==> src/rtl/exc_entry_pkg.sv <==
package exc_entry_pkg;
    localparam int XLEN   = 32;
    localparam int CODE_W = 12;
    localparam int N_EV   = 4;

    localparam int SR_BLK = 28;
    localparam int SR_BNK = 29;
    localparam int SR_PRV = 30;

    typedef enum logic [1:0] {
        EV_ADDR = 2'd0,
        EV_SLOT = 2'd1,
        EV_BRK  = 2'd2,
        EV_NMI  = 2'd3
    } ev_e;

    typedef enum logic [1:0] {
        SZ_BYTE = 2'd0,
        SZ_WORD = 2'd1,
        SZ_LONG = 2'd2
    } size_e;

    localparam logic [CODE_W-1:0] CODE_ADDR = 12'h5C0;
    localparam logic [CODE_W-1:0] CODE_SLOT = 12'h1A0;
    localparam logic [CODE_W-1:0] CODE_BRK  = 12'h1E0;
    localparam logic [CODE_W-1:0] CODE_NMI  = 12'h1C0;

    localparam logic [XLEN-1:0] OFF_EXC = 32'h100;
    localparam logic [XLEN-1:0] OFF_INT = 32'h600;
endpackage

==> src/rtl/exc_align_check.sv <==
module exc_align_check
    import exc_entry_pkg::*;
#(
    parameter int AW = XLEN
) (
    input  logic          access,
    input  logic [1:0]    size,
    input  logic [AW-1:0] addr,
    output logic          misaligned
);
    always_comb begin
        misaligned = 1'b0;
        if (access) begin
            unique case (size)
                SZ_WORD: misaligned = addr[0];
                SZ_LONG: misaligned = |addr[1:0];
                default: misaligned = 1'b0;
            endcase
        end
    end

    always_comb begin
        if (access && size == SZ_BYTE)
            assert_byte_never_R1: assert (!misaligned);
    end
endmodule

==> src/rtl/exc_nmi_catch.sv <==
module exc_nmi_catch (
    input  logic clk,
    input  logic rst_n,
    input  logic pin,
    input  logic clear,
    output logic pending
);
    logic pin_q;
    logic rise;

    assign rise = pin & ~pin_q;

    always_ff @(posedge clk or negedge rst_n) begin
        if (!rst_n) begin
            pin_q   <= 1'b0;
            pending <= 1'b0;
        end else begin
            pin_q   <= pin;
            pending <= rise | (pending & ~clear);
        end
    end

    assert_edge_caught_R4: assert property (@(posedge clk) disable iff (!rst_n)
        (pin && !pin_q) |=> pending);
    assert_pending_held_R5: assert property (@(posedge clk) disable iff (!rst_n)
        (pending && !clear) |=> pending);
endmodule

==> src/rtl/exc_prio_arb.sv <==
module exc_prio_arb
    import exc_entry_pkg::*;
#(
    parameter int N = N_EV
) (
    input  logic [N-1:0]         req,
    output logic [N-1:0]         grant,
    output logic [$clog2(N)-1:0] winner,
    output logic                 any
);
    localparam int IW = $clog2(N);

    logic [N-1:0] blocked;

    assign blocked[0] = 1'b0;
    generate
        for (genvar g = 1; g < N; g++) begin : g_chain
            assign blocked[g] = blocked[g-1] | req[g-1];
        end
    endgenerate

    assign grant = req & ~blocked;
    assign any   = |req;

    always_comb begin
        winner = '0;
        for (int i = N - 1; i >= 0; i--) begin
            if (grant[i]) winner = IW'(i);
        end
    end

    always_comb begin
        assert_one_winner_R6: assert ($onehot0(grant));
        if (any) assert_low_index_wins_R6: assert (grant[winner] && (req & ((N'(1) << winner) - N'(1))) == '0);
    end
endmodule

==> src/rtl/exc_entry_unit.sv <==
module exc_entry_unit
    import exc_entry_pkg::*;
(
    input  logic              clk,
    input  logic              rst_n,
    input  logic [XLEN-1:0]   cur_pc,
    input  logic [XLEN-1:0]   next_pc,
    input  logic [XLEN-1:0]   branch_pc,
    input  logic [XLEN-1:0]   sr_in,
    input  logic [XLEN-1:0]   vbr,
    input  logic              slot_priv_req,
    input  logic              brk_req,
    input  logic              brk_post,
    input  logic              mem_req,
    input  logic [1:0]        mem_size,
    input  logic [XLEN-1:0]   mem_addr,
    input  logic              nmi_pin,
    input  logic              nmi_blk_override,
    output logic              taken,
    output logic [XLEN-1:0]   redirect_pc,
    output logic [XLEN-1:0]   spc,
    output logic [XLEN-1:0]   ssr,
    output logic [XLEN-1:0]   sr_out,
    output logic [CODE_W-1:0] expevt,
    output logic [CODE_W-1:0] intevt,
    output logic [CODE_W-1:0] intevt2
);
    localparam int IW = $clog2(N_EV);
    localparam logic [XLEN-1:0] ENTRY_SET =
        (XLEN'(1) << SR_BLK) | (XLEN'(1) << SR_BNK) | (XLEN'(1) << SR_PRV);

    typedef enum logic {ST_RUN, ST_ENTER} st_e;
    st_e state, state_nx;

    logic            addr_err;
    logic            nmi_pend;
    logic            nmi_ok;
    logic [N_EV-1:0] req;
    logic [N_EV-1:0] grant;
    logic [IW-1:0]   winner;
    logic            any_req;
    logic            accept;
    logic            nmi_accept;
    ev_e             kind;

    logic [XLEN-1:0]   sel_pc;
    logic [XLEN-1:0]   sel_off;
    logic [CODE_W-1:0] sel_code;

    exc_align_check #(.AW(XLEN)) u_align (
        .access     (mem_req),
        .size       (mem_size),
        .addr       (mem_addr),
        .misaligned (addr_err)
    );

    exc_nmi_catch u_nmi (
        .clk     (clk),
        .rst_n   (rst_n),
        .pin     (nmi_pin),
        .clear   (nmi_accept),
        .pending (nmi_pend)
    );

    assign nmi_ok = nmi_pend & (~sr_in[SR_BLK] | nmi_blk_override);

    always_comb begin
        req          = '0;
        req[EV_ADDR] = addr_err;
        req[EV_SLOT] = slot_priv_req & ~sr_in[SR_PRV];
        req[EV_BRK]  = brk_req;
        req[EV_NMI]  = nmi_ok;
    end

    exc_prio_arb #(.N(N_EV)) u_arb (
        .req    (req),
        .grant  (grant),
        .winner (winner),
        .any    (any_req)
    );

    assign kind       = ev_e'(winner);
    assign accept     = (state == ST_RUN) && any_req;
    assign nmi_accept = accept && grant[EV_NMI];

    always_comb begin
        unique case (kind)
            EV_ADDR: begin sel_pc = cur_pc;    sel_code = CODE_ADDR; sel_off = OFF_EXC; end
            EV_SLOT: begin sel_pc = branch_pc; sel_code = CODE_SLOT; sel_off = OFF_EXC; end
            EV_BRK:  begin
                sel_pc   = brk_post ? next_pc : cur_pc;
                sel_code = CODE_BRK;
                sel_off  = OFF_EXC;
            end
            EV_NMI:  begin sel_pc = next_pc;   sel_code = CODE_NMI;  sel_off = OFF_INT; end
        endcase
    end

    always_comb begin
        state_nx = state;
        unique case (state)
            ST_RUN:   if (accept) state_nx = ST_ENTER;
            ST_ENTER: state_nx = ST_RUN;
        endcase
    end

    always_ff @(posedge clk or negedge rst_n) begin
        if (!rst_n) state <= ST_RUN;
        else        state <= state_nx;
    end

    assign taken = (state == ST_ENTER);

    always_ff @(posedge clk or negedge rst_n) begin
        if (!rst_n) begin
            redirect_pc <= '0;
            spc         <= '0;
            ssr         <= '0;
            sr_out      <= '0;
            expevt      <= '0;
            intevt      <= '0;
            intevt2     <= '0;
        end else if (accept) begin
            redirect_pc <= vbr + sel_off;
            spc         <= sel_pc;
            ssr         <= sr_in;
            sr_out      <= sr_in | ENTRY_SET;
            if (kind == EV_NMI) begin
                intevt  <= sel_code;
                intevt2 <= sel_code;
            end else begin
                expevt  <= sel_code;
            end
        end
    end

    assert_single_pulse_R8: assert property (@(posedge clk) disable iff (!rst_n)
        taken |=> !taken);
    assert_entry_bits_R7: assert property (@(posedge clk) disable iff (!rst_n)
        taken |-> (sr_out[SR_BLK] && sr_out[SR_BNK] && sr_out[SR_PRV]));
    assert_nmi_vector_R4: assert property (@(posedge clk) disable iff (!rst_n)
        (taken && $past(nmi_accept)) |-> (redirect_pc == $past(vbr) + OFF_INT && intevt == intevt2));
    assert_exc_vector_R1: assert property (@(posedge clk) disable iff (!rst_n)
        (taken && !$past(nmi_accept)) |-> (redirect_pc == $past(vbr) + OFF_EXC));
    assert_nmi_blocked_R5: assert property (@(posedge clk) disable iff (!rst_n)
        (sr_in[SR_BLK] && !nmi_blk_override) |-> !nmi_accept);
endmodule

==> config.mk <==
export PLATFORM = sky130hd
export DESIGN_NAME = exc_entry_unit
export DESIGN_NICKNAME = d
export VERILOG_FILES = /design/src/rtl/exc_entry_pkg.sv /design/src/rtl/exc_align_check.sv /design/src/rtl/exc_nmi_catch.sv /design/src/rtl/exc_prio_arb.sv /design/src/rtl/exc_entry_unit.sv
export SDC_FILE = /design/constraint.sdc
export NUM_CORES = 1
export LEC_CHECK = 0
export BUFFER_PORTS_ARGS = -buffer_cell sky130_fd_sc_hd__clkbuf_2
export CAP_MARGIN = 10
export CORE_AREA = 8 8 137 139
export DETAILED_ROUTE_END_ITERATION = 8
export DIE_AREA = 0 0 145 147
export GPL_ROUTABILITY_DRIVEN = 0
export GPL_TIMING_DRIVEN = 0
export PLACE_DENSITY = 0.65
export SLEW_MARGIN = 15
export SYNTH_ARGS = -nofsm -noshare
export SYNTH_HDL_FRONTEND = slang
export SYNTH_SLANG_ARGS = --single-unit
==> constraint.sdc <==
create_clock -name clk -period 3.86 [get_ports clk]
set_clock_uncertainty 0.2 [all_clocks]
set_input_delay 0.965 -clock clk [delete_from_list [all_inputs] [get_ports clk]]
set_output_delay 0.965 -clock clk [all_outputs]
set_load 0.05 [all_outputs]
==> impl_metrics.csv, run 1 <==
group,metric,value,unit
outcome,status,"completed",
setup_path,start_kind,"primary input",
grt,grt_max_degree,59,
clock_tree,clock-sinks,108,
setup_path,end_kind,"flop",
yosys,avgSynthCellArea,11.02,µm²
floorplan,die-area,0.02132,mm²
yosys,yosys_warnings,0,
power,fin_total_pwr,7.821,mW
yosys,netlist_instances,489,
setup_path,critPathMaxFanout,6,
grt,grt.overflow.total,0,
clock_tree,hold_buffers,0,
sta,setup_violations,0,
sta,holdWs,0.2134,ns
yosys,synth_top_area_share,50.14,%
place,dpl.cell_count,1050,
flow_run,timing.max_cap.violations,0,
routing,drt_pass1_iterations,6,
setup_path,reg2regPathDepth,12,
clock_tree,cts_made_buffers,9,
cells_and_area,utilization,45.79,%
routing,vias,4930,
yosys,synth_cell_types,43,
setup_path,slowest_delay,0.41,ns
clock_tree,root_buffer,"clkbuf_16",
sta,drv_slew,0,
clock_tree,clk_path_buf_depth,2,
clock_tree,clk_pin_slew,0.07,ns
setup_path,r2r-end,"redirect_pc[30]",
sta,worst_pin_slew,0.6236,ns
yosys,yosysSeqAreaShare,50.14,%
sta,hold_viol_final,0,
setup_path,cp_num_buf_inv,4,
routing,drt_iter0_markers,253,
clock_tree,htreeDepth,3,
clock_tree,clkLatencyLatePin,0.35,ns
setup_path,crit_arrival,3.73,ns
cells_and_area,design_area,0.007672,mm²
worst_hold_path,hp-start,"u_nmi.pin_q",
clock_tree,cts_tree,"done",
power,clock_power_share,10.9,%
grt,grt_usage,16.39,%
setup_path,required,3.88,ns
place,place_area,0.007360,mm²
floorplan,initial_core_util,32.17,%
place,portBuffers,315,
floorplan,die_w,145,µm
cells_and_area,diodes,0,
power,power.density,1019,mW/mm²
yosys,synthArstFlopShare,100.0,%
sta,fin_crit_sh,96.10,%
routing,ant_nets,0,
worst_hold_path,whs_path_depth,1,
sta,fmax,269.6,MHz
yosys,ys_top_cells_by_area,"dfrtp_1 50%, mux2_2 9.2%, buf_4 8.4%",
routing,finalWirelength,17860,µm
routing,vias_per_cell,4.625,
power,ir_drop,0.5138,mV
yosys,ys.flop_type,"dfrtp_1",
power,p_int,3.406,mW
setup_path,path_cells,"clkbuf_2, inv_1, ha_1, a211o_1, nand2_1, nor2_2, ha_4, inv_2, ha_1, inv_1, fa_1, nor2b_2, nor2_2, nor4b_2, xnor2_1, a21oi_1",
setup_path,r2r_slack,0.94,ns
cells_and_area,final_cells,1066,
floorplan,dieHeight,147,µm
routing,drc_errors,0,
setup_path,startpoint,"mem_size[0]",
setup_path,path_class,"in -> reg",
sta,rsz0062_at_grt,"yes",
yosys,synthTopCellsByCount,"108 x dfrtp_1, 61 x nor2_1, 60 x buf_4",
yosys,ys_seq_elements,108,
power,power.share.sequential,25.7,%
worst_hold_path,hold_end,"u_nmi.pending",
grt,grt_pass1_vias,5144,
worst_hold_path,hold_path_class,"reg -> reg",
sta,min_period,3.709,ns
power,p_sw_share,56.45,%
floorplan,fp.coreArea,0.01676,mm²
setup_path,cpLargestDelayFamily,"adder cells",
routing,wl_per_cell,16.75,µm
setup_path,crit_slowest_cell,"fa_1",
power,leakage,3.868,nW
floorplan,ios,367,
grt,antenna_found_initial,0,
yosys,synth_edf_count,0,
power,p_switching,4.415,mW
sta,slew_headroom,58.27,%
yosys,synth.most_common_cell,"dfrtp_1",
cells_and_area,layout.nets,1048,
grt,grt_pass1_wl,28130,µm
yosys,synth_top_area_cell,"dfrtp_1",
cells_and_area,syn_to_final_growth,42.34,%
yosys,synth_area,0.005390,mm²
power,combinationalPowerShare,63.4,%
floorplan,num_rows,48,
setup_path,r2r-start,"u_nmi.pending",
cells_and_area,fillers,1610,
cells_and_area,drive_above_1_share,56.36,%
place,dp.final_hpwl,14690,µm
## flip-flops by register name (all words and copies together) (netlist names)
name and count:
redirect_pc 32, spc 32, ssr 32, expevt 4, intevt2 4, sr_out 1, taken 1, u_nmi.pending 1
u_nmi.pin_q 1
## logic make-up (layout without fill, tap and decap cells)
logic type / Yosys count / in the layout / share of synthesized area [%]
xor gates and xnor gates: 22 / 22 / 3.575
other: 1 / 21 / 0.06957
muxes: 50 / 50 / 10.42
adders and majority gates: 9 / 9 / 2.229
and+or+nand+nor: 106 / 106 / 9.517
AOI/OAI and AO/OA: 97 / 97 / 12.77
DFF: 108 / 108 / 50.14
buffers and inverters: 96 / 428 / 11.28
## layout by cell type (no fill, tap or decap), types with 2 or more instances in the layout
| cell | instances |
|---|---|
| or2_2 | 3 |
| nand2_1 | 10 |
| clkbuf_1 | 7 |
| nand4_1 | 3 |
| nor3_1 | 2 |
| nor3_2 | 2 |
| a222oi_1 | 32 |
| nor2_2 | 2 |
| nand3_1 | 7 |
| and3_1 | 3 |
| conb_1 | 21 |
| a21oi_2 | 2 |
| inv_1 | 11 |
| nor2_1 | 59 |
| clkbuf_8 | 2 |
| ha_1 | 7 |
| mux2_1 | 5 |
| clkinv_2 | 2 |
| clkbuf_16 | 9 |
| mux2_2 | 44 |
| dfrtp_1 | 108 |
| buf_4 | 61 |
| xnor2_1 | 11 |
| nor4_2 | 2 |
| nand2b_1 | 4 |
| o21ai_0 | 2 |
| a21oi_1 | 53 |
| xor2_1 | 11 |
| buf_2 | 18 |
| clkbuf_2 | 314 |
## through the flow
stage / TNS, ns / worst slack, ns
floorplan: 0 / 0.06774
global placement: -12.77 / -0.3639
detailed placement: -13.47 / -0.4270
CTS: 0 / 0.01043
global route: -0.03776 / -0.03776
finish: 0 / 0.1506
## timing repair
item                                    4_1_cts  5_1_grt
buffers inserted                              0        1
endpoints found under the setup margin        3       49
hold endpoints to repair                      0        0
gates resized for setup                       1        8
pin swaps                                     0        1
## area by class of cell
type	instances	area (µm²)	area share (%)
buffer	84	563.0	7.339
clock buffer	11	242.7	3.164
clock inverter	4	26.28	0.3425
inverter	12	45.04	0.5871
multi-input combinational	305	2191	28.56
sequential	108	2703	35.23
tap	225	281.5	3.669
timing repair buffer	317	1620	21.12
## layer usage
layer  global-route usage, %  routed length, µm  vias up
li1                        -                  -     2358
met4                   5.523                267        0
met2                   29.07               9068      221
met3                   6.060               1605       16
met5                       0                  0        -
met1                   17.69               6917     2335
## power groups by stage
stage               logic, mW  clock network, mW  registers [mW]
floorplan                1.86                  0            3.91
global placement         4.97                  0            2.01
detailed placement       5.00                  0            2.03
CTS                      5.00              0.889            2.02
global route             5.21              0.927            2.09
finish                   4.96              0.856            2.01
## worst max path at each step
| stage | end | slack (ns) | depth (start not counted) |
|---|---|---|---|
| final | redirect_pc[30] | 0.15 | 16 |
| after global routing | redirect_pc[30] | -0.04 | 16 |
| after CTS | redirect_pc[30] | 0.01 | 16 |
| after detailed placement | redirect_pc[30] | -0.43 | 16 |
| after global placement | redirect_pc[28] | -0.36 | 16 |
| after floorplan | redirect_pc[30] | 0.07 | 15 |
(Power assumes the default switching activity.)
==> inputs of run 2 (changes only) <==
- PLACE_DENSITY: 0.65 -> 0.71
- clock period: 3.86 -> 3.5 ns (I/O delays scaled with it)
==> impl_metrics.csv, run 2 (synthesis gave the netlist of run 1 again) <==
group,metric,value,unit
sta,min_period,3.416,ns
cells_and_area,regArea,0.002703,mm²
clock_tree,cts_made_buffers,9,
power,combinationalPowerShare,63.3,%
routing,finalWirelength,19140,µm
setup_path,required,3.52,ns
cells_and_area,drive_above_1_share,58.16,%
grt,grt_pass1_wl,29360,µm
setup_path,path_class,"in -> reg",
floorplan,die-area,0.02132,mm²
routing,ant_nets,0,
floorplan,dieHeight,147,µm
setup_path,critPathMaxFanout,6,
clock_tree,clk_pin_slew,0.07,ns
sta,fmax,292.7,MHz
power,p_switching,4.960,mW
cells_and_area,fillers,1598,
grt,grt.overflow.total,0,
floorplan,initial_core_util,32.17,%
floorplan,ios,367,
cells_and_area,design_area,0.007851,mm²
power,power.share.sequential,25.7,%
power,leakage,3.920,nW
setup_path,end_kind,"flop",
cells_and_area,largestRegisters,"redirect_pc: 32 flops, spc: 32 flops, ssr: 32 flops",
power,p_int,3.797,mW
flow_run,timing.max_cap.violations,0,
place,portBuffers,315,
routing,drc_errors,0,
sta,hold_viol_final,0,
sta,fin_crit_sh,97.61,%
clock_tree,clkLatencyLatePin,0.34,ns
routing,drt_iter0_markers,258,
routing,vias,4997,
grt,grt_pass1_vias,5304,
floorplan,num_rows,48,
power,fin_total_pwr,8.757,mW
outcome,status,"completed",
floorplan,fp.coreArea,0.01676,mm²
setup_path,crit_arrival,3.44,ns
place,place_area,0.007395,mm²
power,clock_power_share,11.1,%
cells_and_area,multi_input_area,0.002326,mm²
routing,wl_per_cell,17.87,µm
clock_tree,clk_path_buf_depth,2,
power,p_sw_share,56.64,%
sta,setup_violations,0,
clock_tree,root_buffer,"clkbuf_16",
cells_and_area,syn_to_final_growth,45.66,%
clock_tree,clock-sinks,108,
worst_hold_path,hold_path_class,"reg -> reg",
power,power.density,1115,mW/mm²
place,dp.final_hpwl,15610,µm
grt,grt_usage,17.25,%
setup_path,start_kind,"primary input",
routing,vias_per_cell,4.666,
power,ir_drop,0.6413,mV
cells_and_area,layout.nets,1052,
cells_and_area,layout_common_cells,"315 x clkbuf_2, 108 x dfrtp_1, 65 x buf_4, 57 x nor2_1, 53 x a21oi_1",
grt,grt_max_degree,56,
routing,drt_pass1_iterations,6,
clock_tree,htreeDepth,3,
floorplan,die_w,145,µm
cells_and_area,final_common_cell,"clkbuf_2",
sta,drv_slew,0,
grt,antenna_found_initial,1,
clock_tree,cts_tree,"done",
cells_and_area,diodes,0,
## run 2: cell count changes in the layout (fill, tap and decap cells not counted), moves of 2 or more
cell,delta
buf_4,+4
ha_4,+3
nand2_2,+2
a211oi_4,+2
clkinv_2,-2
nor3_4,+2
nor2_1,-2
nand2_1,-2
nor2_4,+2
nor3_2,-2
ha_1,-4
## run 2: per-stage QoR
stage	util (%)	TNS [ns]	setup WS [ns]	std cells	hold slack, ns
after detailed placement	44.13	-21.67	-0.5623	1050	0.2134
after CTS	45.91	0	0.01259	1066	0.2240
after floorplan	-	0	0.0008891	509	0.1996
final	46.86	0	0.08362	1071	0.2181
after global placement	43.91	-43.68	-0.5134	1049	0.2079
after global routing	46.86	-0.1406	-0.05568	1071	0.2587
## run 2: critical path: stages
cell      delay [ns]
clkbuf_2        0.12
inv_2           0.05
ha_2            0.18
o21ai_4         0.07
a211o_1         0.36
nand2_2         0.11
nor2_4          0.05
ha_4            0.21
inv_4           0.07
ha_4            0.15
inv_1           0.05
fa_2            0.36
nor2b_4         0.17
nor2_4          0.09
nor4b_4         0.26
xnor2_1         0.17
a21oi_1         0.08
## run 2: power by group through the flow
stage / Sequential (mW) / Clock (mW) / Combinational [mW]
CTS: 2.25 / 1.02 / 5.55
detailed placement: 2.27 / 0 / 5.53
finish: 2.25 / 0.971 / 5.54
global route: 2.32 / 1.06 / 5.81
global placement: 2.23 / 0 / 5.48
floorplan: 4.31 / 0 / 2.06
## run 2: layer usage
layer  vias up  track usage (%)  wire (µm)
li1       2365                -          -
met1      2367            18.88       7389
met2       223            28.90       9336
met3        40            6.460       1697
met4         2            8.785        702
met5         -                0         13
## run 2: path summary, 6_finish.rpt
| check | start | end | slack, ns | cells past startpoint |
|---|---|---|---|---|
| setup / recovery | mem_size[1] | redirect_pc[30] | 0.08 | 17 |
| hold / removal | u_nmi.pin_q | u_nmi.pending | 0.22 | 1 |
| setup reg to reg | u_nmi.pending | redirect_pc[30] | 0.70 | 12 |
| hold reg to reg | u_nmi.pin_q | u_nmi.pending | 0.22 | 1 |
| max in group asynchronous | rst_n | spc[22] | 2.19 | 2 |
| min in group asynchronous | rst_n | ssr[4] | 0.26 | 1 |
## run 2: cell type report
cell class	count	area share, %
buffer	84	7.187
clock inverter	4	0.4143
multi-input combinational	305	29.63
tap	225	3.586
clock buffer	12	3.139
sequential	108	34.42
inverter	12	0.6056
timing repair buffer	321	21.02
## run 2: timing repair
action	4_1_cts	5_1_grt
pin swaps	0	11
endpoints found under the setup margin	33	46
gates resized for setup	3	25
hold buffers	0	0
buffers inserted	0	5
gates cloned	0	0
==> inputs of run 3 (changes only) <==
- CORE_AREA: 8 8 137 139 -> 8 8 136 138
- CTS_BUF_LIST: not set -> sky130_fd_sc_hd__clkbuf_4
- DIE_AREA: 0 0 145 147 -> 0 0 144 146
- PLACE_DENSITY: 0.71 -> 0.72
==> impl_metrics.csv, run 3 (synthesis gave the netlist of run 1 again) <==
group,metric,value,unit
outcome,status,"completed",
clock_tree,cts_made_buffers,9,
place,dpl.cell_count,1045,
clock_tree,htreeDepth,3,
grt,grt_pass1_vias,5053,
routing,drt_pass1_iterations,6,
grt,grt_max_degree,57,
clock_tree,root_buffer,"clkbuf_4",
routing,finalWirelength,18470,µm
routing,vias_per_cell,4.647,
sta,min_period,3.378,ns
clock_tree,clkLatencyLatePin,0.46,ns
setup_path,end_kind,"flop",
power,p_sw_share,57.65,%
place,portBuffers,315,
clock_tree,cts_tree,"done",
floorplan,num_rows,47,
clock_tree,clock-sinks,108,
sta,worst_pin_slew,0.5355,ns
floorplan,fp.coreArea,0.01629,mm²
setup_path,start_kind,"primary input",
power,p_int,3.555,mW
floorplan,die-area,0.02102,mm²
clock_tree,clk_pin_slew,0.16,ns
setup_path,crit_arrival,3.56,ns
sta,fin_crit_sh,96.53,%
setup_path,required,3.68,ns
power,clock_power_share,8.4,%
sta,slew_headroom,64.10,%
cells_and_area,layout.nets,1048,
routing,drt_iter0_markers,307,
clock_tree,hold_buffers,0,
power,ir_drop,0.6534,mV
setup_path,critPathMaxFanout,5,
grt,grt_usage,16.84,%
setup_path,path_class,"in -> reg",
sta,worst_slack,0.1216,ns
cells_and_area,final_cells,1061,
floorplan,die_w,144,µm
cells_and_area,diodes,0,
power,combinationalPowerShare,65.2,%
flow_run,timing.max_cap.violations,0,
floorplan,ios,367,
grt,antenna_found_initial,0,
sta,setup_violations,0,
cells_and_area,drive_above_1_share,56.84,%
floorplan,initial_core_util,33.09,%
cells_and_area,largestRegisters,"redirect_pc: 32 flops, spc: 32 flops, ssr: 32 flops",
routing,wl_per_cell,17.41,µm
grt,grt_pass1_wl,27490,µm
place,dp.final_hpwl,15380,µm
floorplan,dieHeight,146,µm
worst_hold_path,hold_path_class,"in -> async",
power,power.density,1109,mW/mm²
cells_and_area,layout_common_cells,"314 x clkbuf_2, 108 x dfrtp_1, 61 x buf_4, 58 x nor2_1, 53 x a21oi_1",
routing,vias,4930,
sta,hold_viol_final,0,
power,leakage,3.827,nW
routing,drc_errors,0,
cells_and_area,final_common_cell,"clkbuf_2",
grt,grt.overflow.total,0,
routing,ant_nets,0,
place,dp_slack,-0.6125,ns
power,power.share.sequential,26.4,%
cells_and_area,syn_to_final_growth,40.39,%
sta,drv_slew,0,
power,p_switching,4.840,mW
clock_tree,clk_path_buf_depth,2,
sta,fmax,296.0,MHz
sta,rsz0062_at_grt,"yes",
-- run 3: cell count changes in the layout (fill, tap and decap cells not counted), sizes merged --
cell,previous run,this run
bufinv,0,2
clkinvlp,2,0
buf,84,80
clkbuf,333,332
-- run 3: routing by layer --
layer | track usage [%] | vias up | part of all wire (%)
met5 | 0 | - | 0
met4 | 7.522 | 0 | 3.4
met3 | 4.659 | 35 | 9.2
met2 | 28.80 | 205 | 49
met1 | 19.03 | 2337 | 38
li1 | - | 2353 | -
-- run 3: power by group through the flow --
| stage | Clock [mW] | Combinational [mW] | Sequential, mW |
|---|---|---|---|
| 2_1_floorplan | 0 | 2.06 | 4.31 |
| 5_1_grt | 0.788 | 5.75 | 2.30 |
| 3_3_place_gp | 0 | 5.48 | 2.22 |
| 4_1_cts | 0.740 | 5.54 | 2.22 |
| 3_5_place_dp | 0 | 5.53 | 2.25 |
| 6_report | 0.705 | 5.47 | 2.22 |
-- run 3: per-stage QoR --
| step | hold slack (ns) | TNS [ns] | util, % | total power, mW | cell area [µm²] |
|---|---|---|---|---|---|
| 2_1_floorplan | 0.1996 | 0 | - | 6.375 | 5500 |
| 6_report | 0.1321 | 0 | 46.46 | 8.395 | 7567 |
| 4_1_cts | 0.1011 | 0 | 46.35 | 8.503 | 7550 |
| 3_3_place_gp | 0.2077 | -43.33 | 45.13 | 7.703 | 7352 |
| 5_1_grt | 0.1206 | -0.1242 | 46.46 | 8.839 | 7567 |
| 3_5_place_dp | 0.2363 | -23.42 | 45.36 | 7.781 | 7388 |
-- run 3: critical path, stage by stage --
cell and delay, ns:
clkbuf_2 0.10, inv_1 0.04, ha_1 0.18, o21ai_1 0.21
a211o_1 0.24, nand2_1 0.11, nor2_2 0.15, ha_2 0.29
ha_2 0.28, a211oi_2 0.09, nor4_2 0.30, buf_4 0.18
nand4_1 0.18, xor2_1 0.20, a21oi_1 0.15
-- run 3: cell type report --
cell class / instances / area (µm²)
Buffer: 84 / 563.0
Clock buffer: 11 / 82.58
Clock inverter: 4 / 73.82
Fill cell: 1574 / 8722
Inverter: 12 / 45.04
Multi-Input combinational cell: 305 / 2205
Sequential cell: 108 / 2703
Tap cell: 220 / 275.3
Timing Repair Buffer: 317 / 1620
-- run 3: repair_timing --
| item | 4_1_cts | 5_1_grt |
|---|---|---|
| pin swaps | 0 | 1 |
| resized for setup | 1 | 3 |
| buffers inserted | 0 | 1 |
| setup endpoints to repair | 30 | 16 |
-- run 3: path summary, 6_finish.rpt --
check	from	end	slack, ns	cells after the start
worst max-delay path	mem_size[0]	redirect_pc[31]	0.12	15
worst max register to register	u_nmi.pending	redirect_pc[30]	0.61	12
worst min register to register	u_nmi.pin_q	u_nmi.pending	0.25	1
worst min-delay path	rst_n	ssr[8]	0.13	1
max in group asynchronous	rst_n	spc[21]	2.32	2
min in group clk	u_nmi.pin_q	u_nmi.pending	0.25	1
